<file path="config.mk">
export PLATFORM = sky130hd
export DESIGN_NAME = qtrack_seek
export DESIGN_NICKNAME = d
export VERILOG_FILES = /design/src/rtl/qs_pkg.sv /design/src/rtl/qs_track_file.sv /design/src/rtl/qs_dwell_timer.sv /design/src/rtl/qs_elapsed_ctr.sv /design/src/rtl/qtrack_seek.sv
export SDC_FILE = /design/constraint.sdc
export NUM_CORES = 1
export LEC_CHECK = 0
export BUFFER_PORTS_ARGS = -buffer_cell sky130_fd_sc_hd__buf_2
export CAP_MARGIN = 20
export CORE_ASPECT_RATIO = 1.2
export CORE_MARGIN = 1
export CORE_UTILIZATION = 59
export DETAILED_ROUTE_END_ITERATION = 6
export PLACE_DENSITY = 0.84
export SYNTH_ARGS = -nofsm -noshare
export SYNTH_HDL_FRONTEND = slang
export SYNTH_SLANG_ARGS = --single-unit
</file>
<file path="constraint.sdc">
create_clock -name clk -period 3.9 [get_ports clk]
set_input_delay 0.585 -clock clk [delete_from_list [all_inputs] [get_ports clk]]
set_output_delay 0.585 -clock clk [all_outputs]
set_load 0.01 [all_outputs]
</file>
<file path="src/rtl/qs_pkg.sv">
package qs_pkg;
    localparam int TRACK_W   = 8;
    localparam int POS_W     = TRACK_W + 2;
    localparam int NPHASE    = 4;
    localparam int LIMIT_W   = 8;

    typedef logic [TRACK_W-1:0] track_t;
    typedef logic [POS_W-1:0]   pos_t;
    typedef logic [NPHASE-1:0]  phase_t;

    typedef enum logic [1:0] {
        SK_IDLE = 2'd0,
        SK_EVAL = 2'd1,
        SK_ON   = 2'd2,
        SK_OFF  = 2'd3
    } seek_state_e;

    // Track to quarter-grid position: x4 (quad) or x3
    function automatic pos_t to_qpos(input track_t trk, input logic quad);
        pos_t wide;
        wide = {2'b00, trk};
        if (quad) return {trk, 2'b00};
        return pos_t'({1'b0, trk, 1'b0} + wide);
    endfunction

    // Phase pattern for a grid position
    function automatic phase_t phase_of(input pos_t p);
        phase_t base;
        base = phase_t'(1) << p[2:1];
        if (p[0]) return base | {base[NPHASE-2:0], base[NPHASE-1]};
        return base;
    endfunction
endpackage

</file>
<file path="src/rtl/qs_track_file.sv">
module qs_track_file #(
    parameter int DRIVES  = 2,
    parameter int TRACK_W = 8,
    localparam int DSEL_W = (DRIVES > 1) ? $clog2(DRIVES) : 1
) (
    input  logic               clk,
    input  logic               rst,
    input  logic               we,
    input  logic [DSEL_W-1:0]  sel,
    input  logic [TRACK_W-1:0] wdata,
    output logic [TRACK_W-1:0] rdata
);
    logic [TRACK_W-1:0] mem [DRIVES];

    for (genvar gi = 0; gi < DRIVES; gi++) begin : g_slot
        always_ff @(posedge clk) begin
            if (rst)
                mem[gi] <= '0;
            else if (we && sel == DSEL_W'(gi))
                mem[gi] <= wdata;
        end
    end

    assign rdata = mem[sel];
endmodule

</file>
<file path="src/rtl/qs_dwell_timer.sv">
module qs_dwell_timer #(
    parameter int LIMIT_W = 8
) (
    input  logic               clk,
    input  logic               rst,
    input  logic               en,
    input  logic               clear,
    input  logic               tick,
    input  logic [LIMIT_W-1:0] limit,
    output logic               expire
);
    logic [LIMIT_W-1:0] cnt;

    assign expire = en && tick && (cnt == limit - 1'b1);

    always_ff @(posedge clk) begin
        if (rst || clear)
            cnt <= '0;
        else if (en && tick)
            cnt <= cnt + 1'b1;
    end

    AST_DWELL_BOUND: assert property (@(posedge clk) disable iff (rst)
        en |-> cnt < limit) else $error("dwell count overran");
    AST_DWELL_FROZEN: assert property (@(posedge clk) disable iff (rst)
        (en && !tick && !clear) |=> $stable(cnt)) else $error("dwell moved without tick");
endmodule

</file>
<file path="src/rtl/qs_elapsed_ctr.sv">
module qs_elapsed_ctr #(
    parameter int ELAPSED_W = 16
) (
    input  logic                 clk,
    input  logic                 rst,
    input  logic                 en,
    input  logic                 tick,
    output logic                 pulse,
    output logic [ELAPSED_W-1:0] count
);
    assign pulse = en && tick;

    always_ff @(posedge clk) begin
        if (rst)
            count <= '0;
        else if (pulse)
            count <= count + 1'b1;
    end

    AST_ELAPSED_INC: assert property (@(posedge clk) disable iff (rst)
        (en && tick) |=> count == $past(count) + 1'b1) else $error("elapsed missed a tick");
    AST_ELAPSED_HOLD: assert property (@(posedge clk) disable iff (rst)
        !(en && tick) |=> $stable(count)) else $error("elapsed moved while quiet");
endmodule

</file>
<file path="src/rtl/qtrack_seek.sv">
module qtrack_seek
    import qs_pkg::*;
#(
    parameter int DRIVES    = 2,
    parameter int ON_TICKS  = 48,
    parameter int OFF_TICKS = 112,
    parameter int ELAPSED_W = 16,
    localparam int DSEL_W   = (DRIVES > 1) ? $clog2(DRIVES) : 1
) (
    input  logic                 clk,
    input  logic                 rst,
    input  logic                 start,
    input  logic [DSEL_W-1:0]    drive_sel,
    input  logic [TRACK_W-1:0]   target_track,
    input  logic                 quad_step,
    input  logic                 tick,
    output logic [NPHASE-1:0]    phase,
    output logic                 busy,
    output logic                 done,
    output logic                 unit_pulse,
    output logic [ELAPSED_W-1:0] elapsed,
    output logic [TRACK_W-1:0]   drive_track,
    output logic [TRACK_W-1:0]   last_track
);
    localparam logic [LIMIT_W-1:0] ON_LIM  = LIMIT_W'(ON_TICKS);
    localparam logic [LIMIT_W-1:0] OFF_LIM = LIMIT_W'(OFF_TICKS);

    seek_state_e state;
    pos_t        cur_pos, tgt_pos;
    track_t      last_q;
    logic        done_q;
    logic        accept, dwell_exp, dwell_en, dwell_clr;
    logic [LIMIT_W-1:0] dwell_lim;
    track_t      stored_trk;

    assign accept = (state == SK_IDLE) && start;

    qs_track_file #(.DRIVES(DRIVES), .TRACK_W(TRACK_W)) u_tracks (
        .clk   (clk),
        .rst   (rst),
        .we    (accept),
        .sel   (drive_sel),
        .wdata (target_track),
        .rdata (stored_trk)
    );

    assign dwell_en  = (state == SK_ON) || (state == SK_OFF);
    assign dwell_clr = (state == SK_EVAL) || dwell_exp;
    assign dwell_lim = (state == SK_ON) ? ON_LIM : OFF_LIM;

    qs_dwell_timer #(.LIMIT_W(LIMIT_W)) u_dwell (
        .clk    (clk),
        .rst    (rst),
        .en     (dwell_en),
        .clear  (dwell_clr),
        .tick   (tick),
        .limit  (dwell_lim),
        .expire (dwell_exp)
    );

    qs_elapsed_ctr #(.ELAPSED_W(ELAPSED_W)) u_elapsed (
        .clk   (clk),
        .rst   (rst),
        .en    (busy),
        .tick  (tick),
        .pulse (unit_pulse),
        .count (elapsed)
    );

    always_ff @(posedge clk) begin
        if (rst) begin
            state   <= SK_IDLE;
            cur_pos <= '0;
            tgt_pos <= '0;
            last_q  <= '0;
            done_q  <= 1'b0;
        end else begin
            done_q <= 1'b0;
            unique case (state)
                SK_IDLE: begin
                    if (start) begin
                        cur_pos <= to_qpos(stored_trk, quad_step);
                        tgt_pos <= to_qpos(target_track, quad_step);
                        last_q  <= target_track;
                        state   <= SK_EVAL;
                    end
                end
                SK_EVAL: begin
                    if (cur_pos == tgt_pos) begin
                        done_q <= 1'b1;
                        state  <= SK_IDLE;
                    end else begin
                        cur_pos <= (tgt_pos > cur_pos) ? cur_pos + 1'b1 : cur_pos - 1'b1;
                        state   <= SK_ON;
                    end
                end
                SK_ON:  if (dwell_exp) state <= SK_OFF;
                SK_OFF: if (dwell_exp) state <= SK_EVAL;
                default: state <= SK_IDLE;
            endcase
        end
    end

    assign busy        = (state != SK_IDLE);
    assign done        = done_q;
    assign phase       = (state == SK_ON) ? phase_of(cur_pos) : '0;
    assign drive_track = stored_trk;
    assign last_track  = last_q;

    AST_IDLE_PHASE_OFF: assert property (@(posedge clk) disable iff (rst)
        !busy |-> phase == '0) else $error("phase active while idle");
    AST_PHASE_SHAPE: assert property (@(posedge clk) disable iff (rst)
        phase != '0 |-> ($countones(phase) == 1 || phase == 4'b0011 || phase == 4'b0110 ||
                         phase == 4'b1100 || phase == 4'b1001)) else $error("bad phase pattern");
    AST_DONE_ONE_CYCLE: assert property (@(posedge clk) disable iff (rst)
        done |=> !done) else $error("done held");
    AST_DONE_NOT_BUSY: assert property (@(posedge clk) disable iff (rst)
        done |-> !busy) else $error("done while busy");
    AST_STEP_UNIT: assert property (@(posedge clk) disable iff (rst)
        (state == SK_EVAL && cur_pos != tgt_pos) |=>
            (cur_pos == pos_t'($past(cur_pos) + 1'b1) || cur_pos == pos_t'($past(cur_pos) - 1'b1)))
        else $error("step not unit");
    AST_START_LATCH: assert property (@(posedge clk) disable iff (rst)
        (!busy && start) |=> last_track == $past(target_track)) else $error("start not latched");
    AST_BUSY_START_IGNORED: assert property (@(posedge clk) disable iff (rst)
        (busy && start) |=> $stable(last_track)) else $error("start taken while busy");
endmodule

</file>
==> results.toml, run 1 <==
[yosys]
ys.flop_type = "dfxtp_1"
yosysSeqAreaShare_pct = 34.0
ys_warn_count = 0
synthArstFlopShare_pct = 0
synthTopCellsByArea = "dfxtp_1 (24%), ha_1 (13%), edfxtp_1 (10%)"
avgSynthCellArea_um2 = 8.44
synth_top_cell_by_area = "dfxtp_1"
synth_edf_count = 16
syn_nets = 615
yosys-top-cells-count = "nor2_1 (56), dfxtp_1 (55), nand2_1 (53)"
synthCells = 551
ys_ff_latch = 71
yosysTopAreaCellShare_pct = 23.7
synth_most_common_cell = "nor2_1"
syn_area_um2 = 4650
yosysUniqueCellTypes = 61

[floorplan]
die_h_um = 99.3
die_width_um = 83.1
row_count = 35
die-area_um2 = 8250
core-area_um2 = 7660
initial_utilization_pct = 60.7
io_pins = 53

[global_routing]
grt_pass1_wl_mm = 17.9
grt_overflow = 0
grt_max_degree = 29
grt_pass1_vias = 3938
antenna_found_initial = 0
grtUsageTotal_pct = 26.8

[drt]
routed_wl_mm = 10.7
drc_errors = 0
via_per_inst = 6.01
first_pass_iters = 4
vias = 4138
ant_nets = 0
wl_per_cell_um = 15.6
drt_iter0_drc = 314

[pwr]
combPwrFrac_pct = 41.7
power.leakage_nw = 2.23
switching_power_mw = 0.959
p_clk_share_pct = 23.9
ir_drop_v = 0.000304
internal_power_mw = 1.54
power_switching_share_pct = 38.4
fin_total_pwr_mw = 2.50
pwr-share-seq_pct = 34.4
power_density_nw_per_um2 = 486

[setup_path]
rr_worst_depth = 13
path_delay_family = "compound AO/OA/AOI/OAI gates"
critPathMaxStageDelay_ns = 0.48
critical_path_class = "register to register"
path_cells = "inv_1, ha_1, a211oi_1, nor2_1, a2111o_1, nand2b_1, ha_1, nand2b_1, a21oi_1, o311a_1, or4b_1, a21o_1, a31oi_2"
crit_arrival_ns = 3.93
regToRegSetupSlack_ns = 0.27
path_depth = 13
required_ns = 4.20
slowest_stage = "or4b_1"
critPathMaxFanout = 9
end_kind = "register"
r2r-start = "cur_pos[7]"
reg2reg_to = "cur_pos[8]"
crit_path_start_kind = "register"
critPathBufInv = 1

[placement]
io_buffer_count = 52
dp_hpwl_mm = 7.77
globalplace.congestion = 0.878

[timing]
finalMaxSlewViolations = 0
fin_crit_ns = 3.63
max_slew_margin_pct = 49.0
finalHoldViolCount = 0
period_share_pct = 93.2
skew_ns = 0.00908
max_freq_mhz = 275
rsz0062_at_grt = "no"
setup_tns_ns = 0
worst_pin_slew_ns = 0.765
setup_viol = 0

[cells_and_area]
layout.nets = 656
drive_above_1_share_pct = 13.2
syn2layout_area_growth_pct = 10.6
antenna_cells = 0
utilization_pct = 67.2

[run_status]
status = "complete, no violations"

[clock_network]
post_cts_resized = 0
clk_pin_slew_ns = 0.08
worstSkewPairLatency_ns = 0.36
clock_sinks = 71
cts-root-buf = "clkbuf_8"
cts_tree = "yes"
cts_buffers = 9
htree_levels = 3
clock_path_buffers = 2
postCtsSetupBuffers = 0
cts_hold_buffers = 0

[hold_path]
min_path_type = "register to register"
min-delay-start = "last_track[6]"
min_delay_path_depth = 2
holdPathEnd = "last_track[6]"

[run]
maxCapViolCount = 0
-- cells in the final DEF (no fill, tap or decap), types with 11 or more instances in the layout --
master / count
nor2_1: 56
a21oi_1: 35
nand2_1: 53
xnor2_1: 16
a211oi_1: 16
nor2b_1: 11
and2_1: 18
ha_1: 47
nor3_1: 11
buf_2: 52
inv_1: 28
o21ai_1: 18
o21ai_0: 18
dfxtp_1: 55
edfxtp_1: 16
xor2_1: 12
-- how the worst max path moves through the flow --
stage / from / to / slack [ns]
after CTS: cur_pos[7] / cur_pos[8] / 0.30
final: cur_pos[7] / cur_pos[8] / 0.27
after detailed placement: cur_pos[7] / cur_pos[8] / 0.33
after global placement: cur_pos[7] / cur_pos[8] / 0.47
after global routing: cur_pos[2] / cur_pos[8] / 0.03
after floorplan: cur_pos[7] / cur_pos[8] / 0.67
-- area by class of cell --
class	count	area [um2]
fill	611	2520
sequential	71	1580
tap	92	115
clock buffer	10	129
clock inverter	6	70.1
multi-input combinational	425	2860
inverter	31	116
timing repair buffer	54	275
-- sequential cells by signal, summed over array words and instances (netlist names) --
register and count:
cur_pos 10, done 1, last_track 8, state 2, tgt_pos 10, u_dwell.cnt 8
u_elapsed.count 16, u_tracks.mem 16
-- worst reg2reg max path: stages, from the launching register on --
cell and delay, ns:
dfxtp_1 0.36, inv_1 0.05, ha_1 0.32, a211oi_1 0.26, nor2_1 0.09, a2111o_1 0.41
nand2b_1 0.31, ha_1 0.35, nand2b_1 0.14, a21oi_1 0.14, o311a_1 0.35, or4b_1 0.48
a21o_1 0.18, a31oi_2 0.14
-- metal layers --
layer  vias up  routed length (um)  GRT usage [%]
met5         -                   0              0
met4         0                 283           11.9
met3        28                 496           5.06
met2       117                5320           46.0
met1      1965                4610           32.8
li1       2028                   -              -
-- kinds of logic after synthesis --
family / after synthesis / synth area share, %
AND/OR/NAND/NOR: 204 / 21.5
AO/OA/AOI/OAI: 128 / 17.4
flip-flops: 71 / 34.0
buffers and inverters: 55 / 4.55
adder cells (fa/ha/maj): 50 / 13.9
XOR/XNOR: 28 / 5.27
multiplexers: 15 / 3.39
-- stage by stage --
| step | hold slack (ns) | instance area [um2] | setup WS [ns] | cells |
|---|---|---|---|---|
| global route | 0.476 | 5150 | 0.0292 | 689 |
| finish | 0.456 | 5150 | 0.265 | 689 |
| global placement | 0.440 | 4950 | 0.472 | 673 |
| CTS | 0.460 | 5150 | 0.303 | 689 |
| detailed placement | 0.448 | 4950 | 0.329 | 673 |
| floorplan | 0.436 | 4650 | 0.668 | 551 |
-- power groups by stage --
stage / combinational [mW] / clock [mW] / sequential [mW]
after floorplan: 0.797 / 0 / 0.865
after global placement: 0.973 / 0 / 0.872
after detailed placement: 1.01 / 0 / 0.874
after CTS: 1.03 / 0.607 / 0.858
after global routing: 1.15 / 0.636 / 0.866
final: 1.04 / 0.598 / 0.859
Note: power is estimated with default switching activity, not from simulation.
==> run 2, diff against run 1 <==
- CELL_PAD_IN_SITES_DETAIL_PLACEMENT: unset -> 1
- CELL_PAD_IN_SITES_GLOBAL_PLACEMENT: unset -> 2
- CORE_UTILIZATION: 59 -> 36
- PLACE_DENSITY: 0.84 -> 0.85
==> results.toml, run 2 (synthesis gave the netlist of run 1 again) <==
[run_status]
status = "complete, no violations"

[global_routing]
grtUsageTotal_pct = 20.2
grt_pass1_vias = 4366
antenna_found_initial = 0
grt_overflow = 0
grt_pass1_wl_mm = 21.7
grt_max_degree = 29

[clock_network]
cts_buffers = 9
clock_sinks = 71
post_cts_resized = 0
cts_hold_buffers = 0
worstSkewPairLatency_ns = 0.33
postCtsSetupBuffers = 0
cts-root-buf = "clkbuf_16"
cts_tree = "yes"
clk_pin_slew_ns = 0.06
clock_path_buffers = 2
htree_levels = 3

[timing]
whs_ns = 0.453
fin_crit_ns = 3.64
worst_pin_slew_ns = 0.842
period_share_pct = 93.2
setup_slack_ns = 0.265
max_freq_mhz = 275
finalHoldViolCount = 0
rsz0062_at_grt = "no"
setup_viol = 0
max_slew_margin_pct = 43.7
skew_ns = 0.00413
setup_tns_ns = 0
finalMaxSlewViolations = 0

[drt]
vias = 4113
drc_errors = 0
first_pass_iters = 6
via_per_inst = 5.39
ant_nets = 0
drt_iter0_drc = 108
routed_wl_mm = 12.6
wl_per_cell_um = 16.5

[floorplan]
core-area_um2 = 12600
io_pins = 53
row_count = 45
initial_utilization_pct = 36.9
die-area_um2 = 13400
die_width_um = 106
die_h_um = 127

[cells_and_area]
final_cell_mix = "nor2_1 (56), dfxtp_1 (55), nand2_1 (53)"
largest_registers = "u_elapsed.count: 16 flops, u_tracks.mem: 16 flops"
layout.nets = 658
num-fill-cells = 1538
utilization_pct = 42.5
seq_area_um2 = 1580
multi_input_area_um2 = 2860
syn2layout_area_growth_pct = 15.4
drive_above_1_share_pct = 13.2
antenna_cells = 0
final_common_cell = "nor2_1"

[setup_path]
crit_path_start_kind = "register"
required_ns = 4.16
regToRegSetupSlack_ns = 0.26
reg2reg_to = "cur_pos[8]"
r2r-start = "cur_pos[7]"
critical_path_class = "register to register"
rr_worst_depth = 13
end_kind = "register"
crit_arrival_ns = 3.89
critPathMaxFanout = 9

[pwr]
ir_drop_v = 0.000223
power.leakage_nw = 2.29
combPwrFrac_pct = 38.1
power_density_nw_per_um2 = 522
power_switching_share_pct = 35.7
switching_power_mw = 1.00
internal_power_mw = 1.80
pwr-share-seq_pct = 30.9
p_clk_share_pct = 31.0

[placement]
globalplace.congestion = 0.856
dp_hpwl_mm = 9.48
io_buffer_count = 52
pre_cts_ws_ns = 0.292

[hold_path]
min_delay_path_depth = 2
min_path_type = "register to register"
holdPathEnd = "last_track[2]"
min-delay-start = "last_track[2]"

[run]
maxCapViolCount = 0
-- run 2: cell types whose count changed in the layout (fill, tap and decap cells not counted), sizes merged --
cell / previous run / this run
clkinvlp: 0 / 1
inv: 32 / 31
bufinv: 1 / 2
buf: 54 / 56
clkinv: 4 / 3
-- run 2: routing by layer --
metal	track usage (%)	wire, um
met1	24.7	5570
met5	0	0
met4	8.25	306
met3	2.83	335
met2	35.3	6360
-- run 2: worst max-delay path by stage --
stage	end	from	slack, ns	depth (start not counted)
6_report	cur_pos[8]	cur_pos[7]	0.26	13
3_5_place_dp	cur_pos[8]	cur_pos[2]	0.29	12
4_1_cts	cur_pos[8]	cur_pos[7]	0.26	13
3_3_place_gp	cur_pos[8]	cur_pos[7]	0.42	13
2_1_floorplan	cur_pos[8]	cur_pos[7]	0.67	13
5_1_grt	cur_pos[8]	cur_pos[9]	0.007	12
-- run 2: critical path, stage by stage (launching register included) --
cell and delay (ns):
dfxtp_1 0.38, inv_1 0.06, ha_1 0.33, a211oi_1 0.24, nor2_1 0.10, a2111o_1 0.41
nand2b_1 0.30, ha_1 0.34, nand2b_1 0.13, a21oi_1 0.11, o311a_1 0.34, or4b_1 0.48
a21o_1 0.18, a31oi_2 0.15
-- run 2: cell type report --
cell class	instances	area share, %
clock buffer	10	4.27
timing repair buffer	56	5.41
sequential	71	29.5
inverter	31	2.17
multi-input combinational	425	53.3
clock inverter	6	1.59
tap	164	3.82
-- run 2: power groups by stage --
stage               registers [mW]  clock network, mW  logic, mW
floorplan                    0.865                  0      0.797
global placement             0.876                  0       1.02
detailed placement           0.879                  0       1.06
CTS                          0.865              0.892       1.07
global route                 0.874              0.923       1.20
finish                       0.865              0.870       1.07
-- run 2: metrics by stage --
stage,cell area (um2),std cells,power (mW)
floorplan,4650,551,1.66
global placement,5050,747,1.90
detailed placement,5050,747,1.94
CTS,5370,763,2.83
global route,5370,763,3.00
finish,5370,763,2.80
==> run 3, diff against run 2 <==
- PLACE_DENSITY: 0.85 -> 0.84
- SYNTH_HIERARCHICAL: unset -> 1
==> results.toml, run 3 <==
[run_status]
status = "complete, no violations"

[timing]
period_share_pct = 86.7
fin_crit_ns = 3.38
max_freq_mhz = 296
finalMaxSlewViolations = 0
skew_ns = 0.00604
setup_tns_ns = 0
rsz0062_at_grt = "no"
setup_slack_ns = 0.519
finalHoldViolCount = 0
max_slew_margin_pct = 42.8
setup_viol = 0
worst_pin_slew_ns = 0.858

[clock_network]
postCtsSetupBuffers = 0
clock_sinks = 71
clock_path_buffers = 2
worstSkewPairLatency_ns = 0.34
cts_hold_buffers = 0
cts_buffers = 9
cts-root-buf = "clkbuf_16"
cts_tree = "yes"
post_cts_resized = 0
clk_pin_slew_ns = 0.06
htree_levels = 3

[hold_path]
min-delay-start = "last_track[4]"
min_delay_path_depth = 2
min_path_type = "register to register"
holdPathEnd = "last_track[4]"

[drt]
drt_iter0_drc = 112
first_pass_iters = 4
via_per_inst = 5.22
routed_wl_mm = 13.1
wl_per_cell_um = 15.7
vias = 4378
ant_nets = 0
drc_errors = 0

[floorplan]
io_pins = 53
initial_utilization_pct = 37.3
die_width_um = 109
core-area_um2 = 13400
die-area_um2 = 14300
row_count = 46
die_h_um = 131

[yosys]
ys_ff_latch = 71
yosys-top-cells-count = "nor2_1 (71), dfxtp_1 (55), nand2_1 (52)"
synthArstFlopShare_pct = 0
yosysSeqAreaShare_pct = 31.8
synth-xor-area-share_pct = 7.04
yosysUniqueCellTypes = 68
synthTopCellsByArea = "dfxtp_1 (22%), ha_1 (12%), edfxtp_1 (9.6%)"
ys_warn_count = 6
ys.flop_type = "dfxtp_1"
synth_top_cell_by_area = "dfxtp_1"
yosysTopAreaCellShare_pct = 22.1
synth-compound-area-share_pct = 16.9
synth_edf_count = 16
synth_top_family_by_area = "simple AND/OR/NAND/NOR gates"
synth_fa_ha_area_share_pct = 13.3
synth-simple-area-share_pct = 23.0
syn_area_um2 = 4980
synth_most_common_cell = "nor2_1"
avgSynthCellArea_um2 = 8.40
synthMuxAreaShare_pct = 2.84
synthCells = 593

[cells_and_area]
largest_registers = "u_elapsed/count: 16 flops, u_tracks/mem: 16 flops"
num-fill-cells = 1631
multi_input_area_um2 = 3250
syn2layout_area_growth_pct = 16.0
layout.nets = 730
antenna_cells = 0
drive_above_1_share_pct = 15.5
seq_area_um2 = 1580
final_cell_mix = "nor2_1 (71), dfxtp_1 (55), nand2_1 (52), buf_2 (52)"
final_common_cell = "nor2_1"

[setup_path]
crit_path_start_kind = "register"
critPathMaxStageDelay_ns = 0.45
reg2reg_to = "cur_pos[8]"
critPathMaxFanout = 9
required_ns = 4.12
critPathLaunch = "cur_pos[9]"
path_cells = "inv_1, ha_1, nand4_2, or3_4, o21ai_0, buf_4, inv_1, fa_1, nor2b_1, o2111ai_1, a31oi_1, xor2_1, a221oi_1, a21oi_1"
end_kind = "register"
regToRegSetupSlack_ns = 0.52
crit_arrival_ns = 3.60
critical_path_class = "register to register"
rr_worst_depth = 14
crit_top_cell = "inv_1"
r2r-start = "cur_pos[9]"
slowest_stage = "or3_4"

[pwr]
fin_total_pwr_mw = 2.96
ir_drop_v = 0.000218
power_density_nw_per_um2 = 512
power.leakage_nw = 2.49

[global_routing]
grt_max_degree = 37
grt_pass1_vias = 4490
grtUsageTotal_pct = 19.6
antenna_found_initial = 0
grt_overflow = 0
grt_pass1_wl_mm = 22.1

[placement]
dp_hpwl_mm = 9.92
io_buffer_count = 52
globalplace.congestion = 0.838
pre_cts_ws_ns = 0.520

[run]
maxCapViolCount = 0
run 3: per-stage QoR:
| stage | hold slack (ns) | cell area, um2 | utilization [%] | std cells |
|---|---|---|---|---|
| 2_1_floorplan | 0.436 | 5080 | - | 619 |
| 3_3_place_gp | 0.442 | 5480 | 41.0 | 822 |
| 3_5_place_dp | 0.453 | 5480 | 41.0 | 822 |
| 4_1_cts | 0.463 | 5780 | 43.3 | 838 |
| 5_1_grt | 0.479 | 5780 | 43.3 | 838 |
| 6_report | 0.461 | 5780 | 43.3 | 838 |
run 3: kinds of logic after synthesis:
family | Yosys count
adder cells (fa/ha/maj) | 51
XOR/XNOR | 40
multiplexers | 13
AO/OA/AOI/OAI | 134
AND/OR/NAND/NOR | 222
other | 2
flip-flops | 71
buffers and inverters | 60
run 3: cell type report:
type                       instances  share of cell area, %
timing repair buffer              57                   5.16
tap                              168                   3.64
inverter                          38                   2.47
multi-input combinational        488                   56.2
clock inverter                     7                   1.26
clock buffer                       9                   3.90
sequential                        71                   27.4
run 3: power breakdown:
part	switching (mW)	internal (mW)
Combinational	0.731	0.517
Clock	0.336	0.495
Sequential	0.0577	0.821
run 3: layer usage:
| metal | GRT usage, % | share of wire (%) | vias up |
|---|---|---|---|
| li1 | - | - | 2219 |
| met1 | 24.8 | 47 | 2097 |
| met2 | 34.9 | 50 | 52 |
| met3 | 2.98 | 2.3 | 10 |
| met4 | 4.47 | 0.75 | 0 |
| met5 | 0 | 0 | - |
run 3: worst max-delay path by stage:
stage,end,slack (ns),depth (start not counted)
floorplan,cur_pos[8],0.65,15
global placement,cur_pos[8],0.65,14
detailed placement,cur_pos[8],0.52,14
CTS,cur_pos[8],0.50,14
global route,cur_pos[8],0.20,14
finish,cur_pos[8],0.52,14
run 3: critical path, delay by kind of cell, from the launching register on:
kind                       cells  cell delay [ns]
and+or+nand+nor                3             0.79
xor gates and xnor gates       1             0.10
adders and majority gates      2             0.75
DFF                            1             0.41
AOI/OAI and AO/OA              5             0.81
buffers and inverters          3             0.40
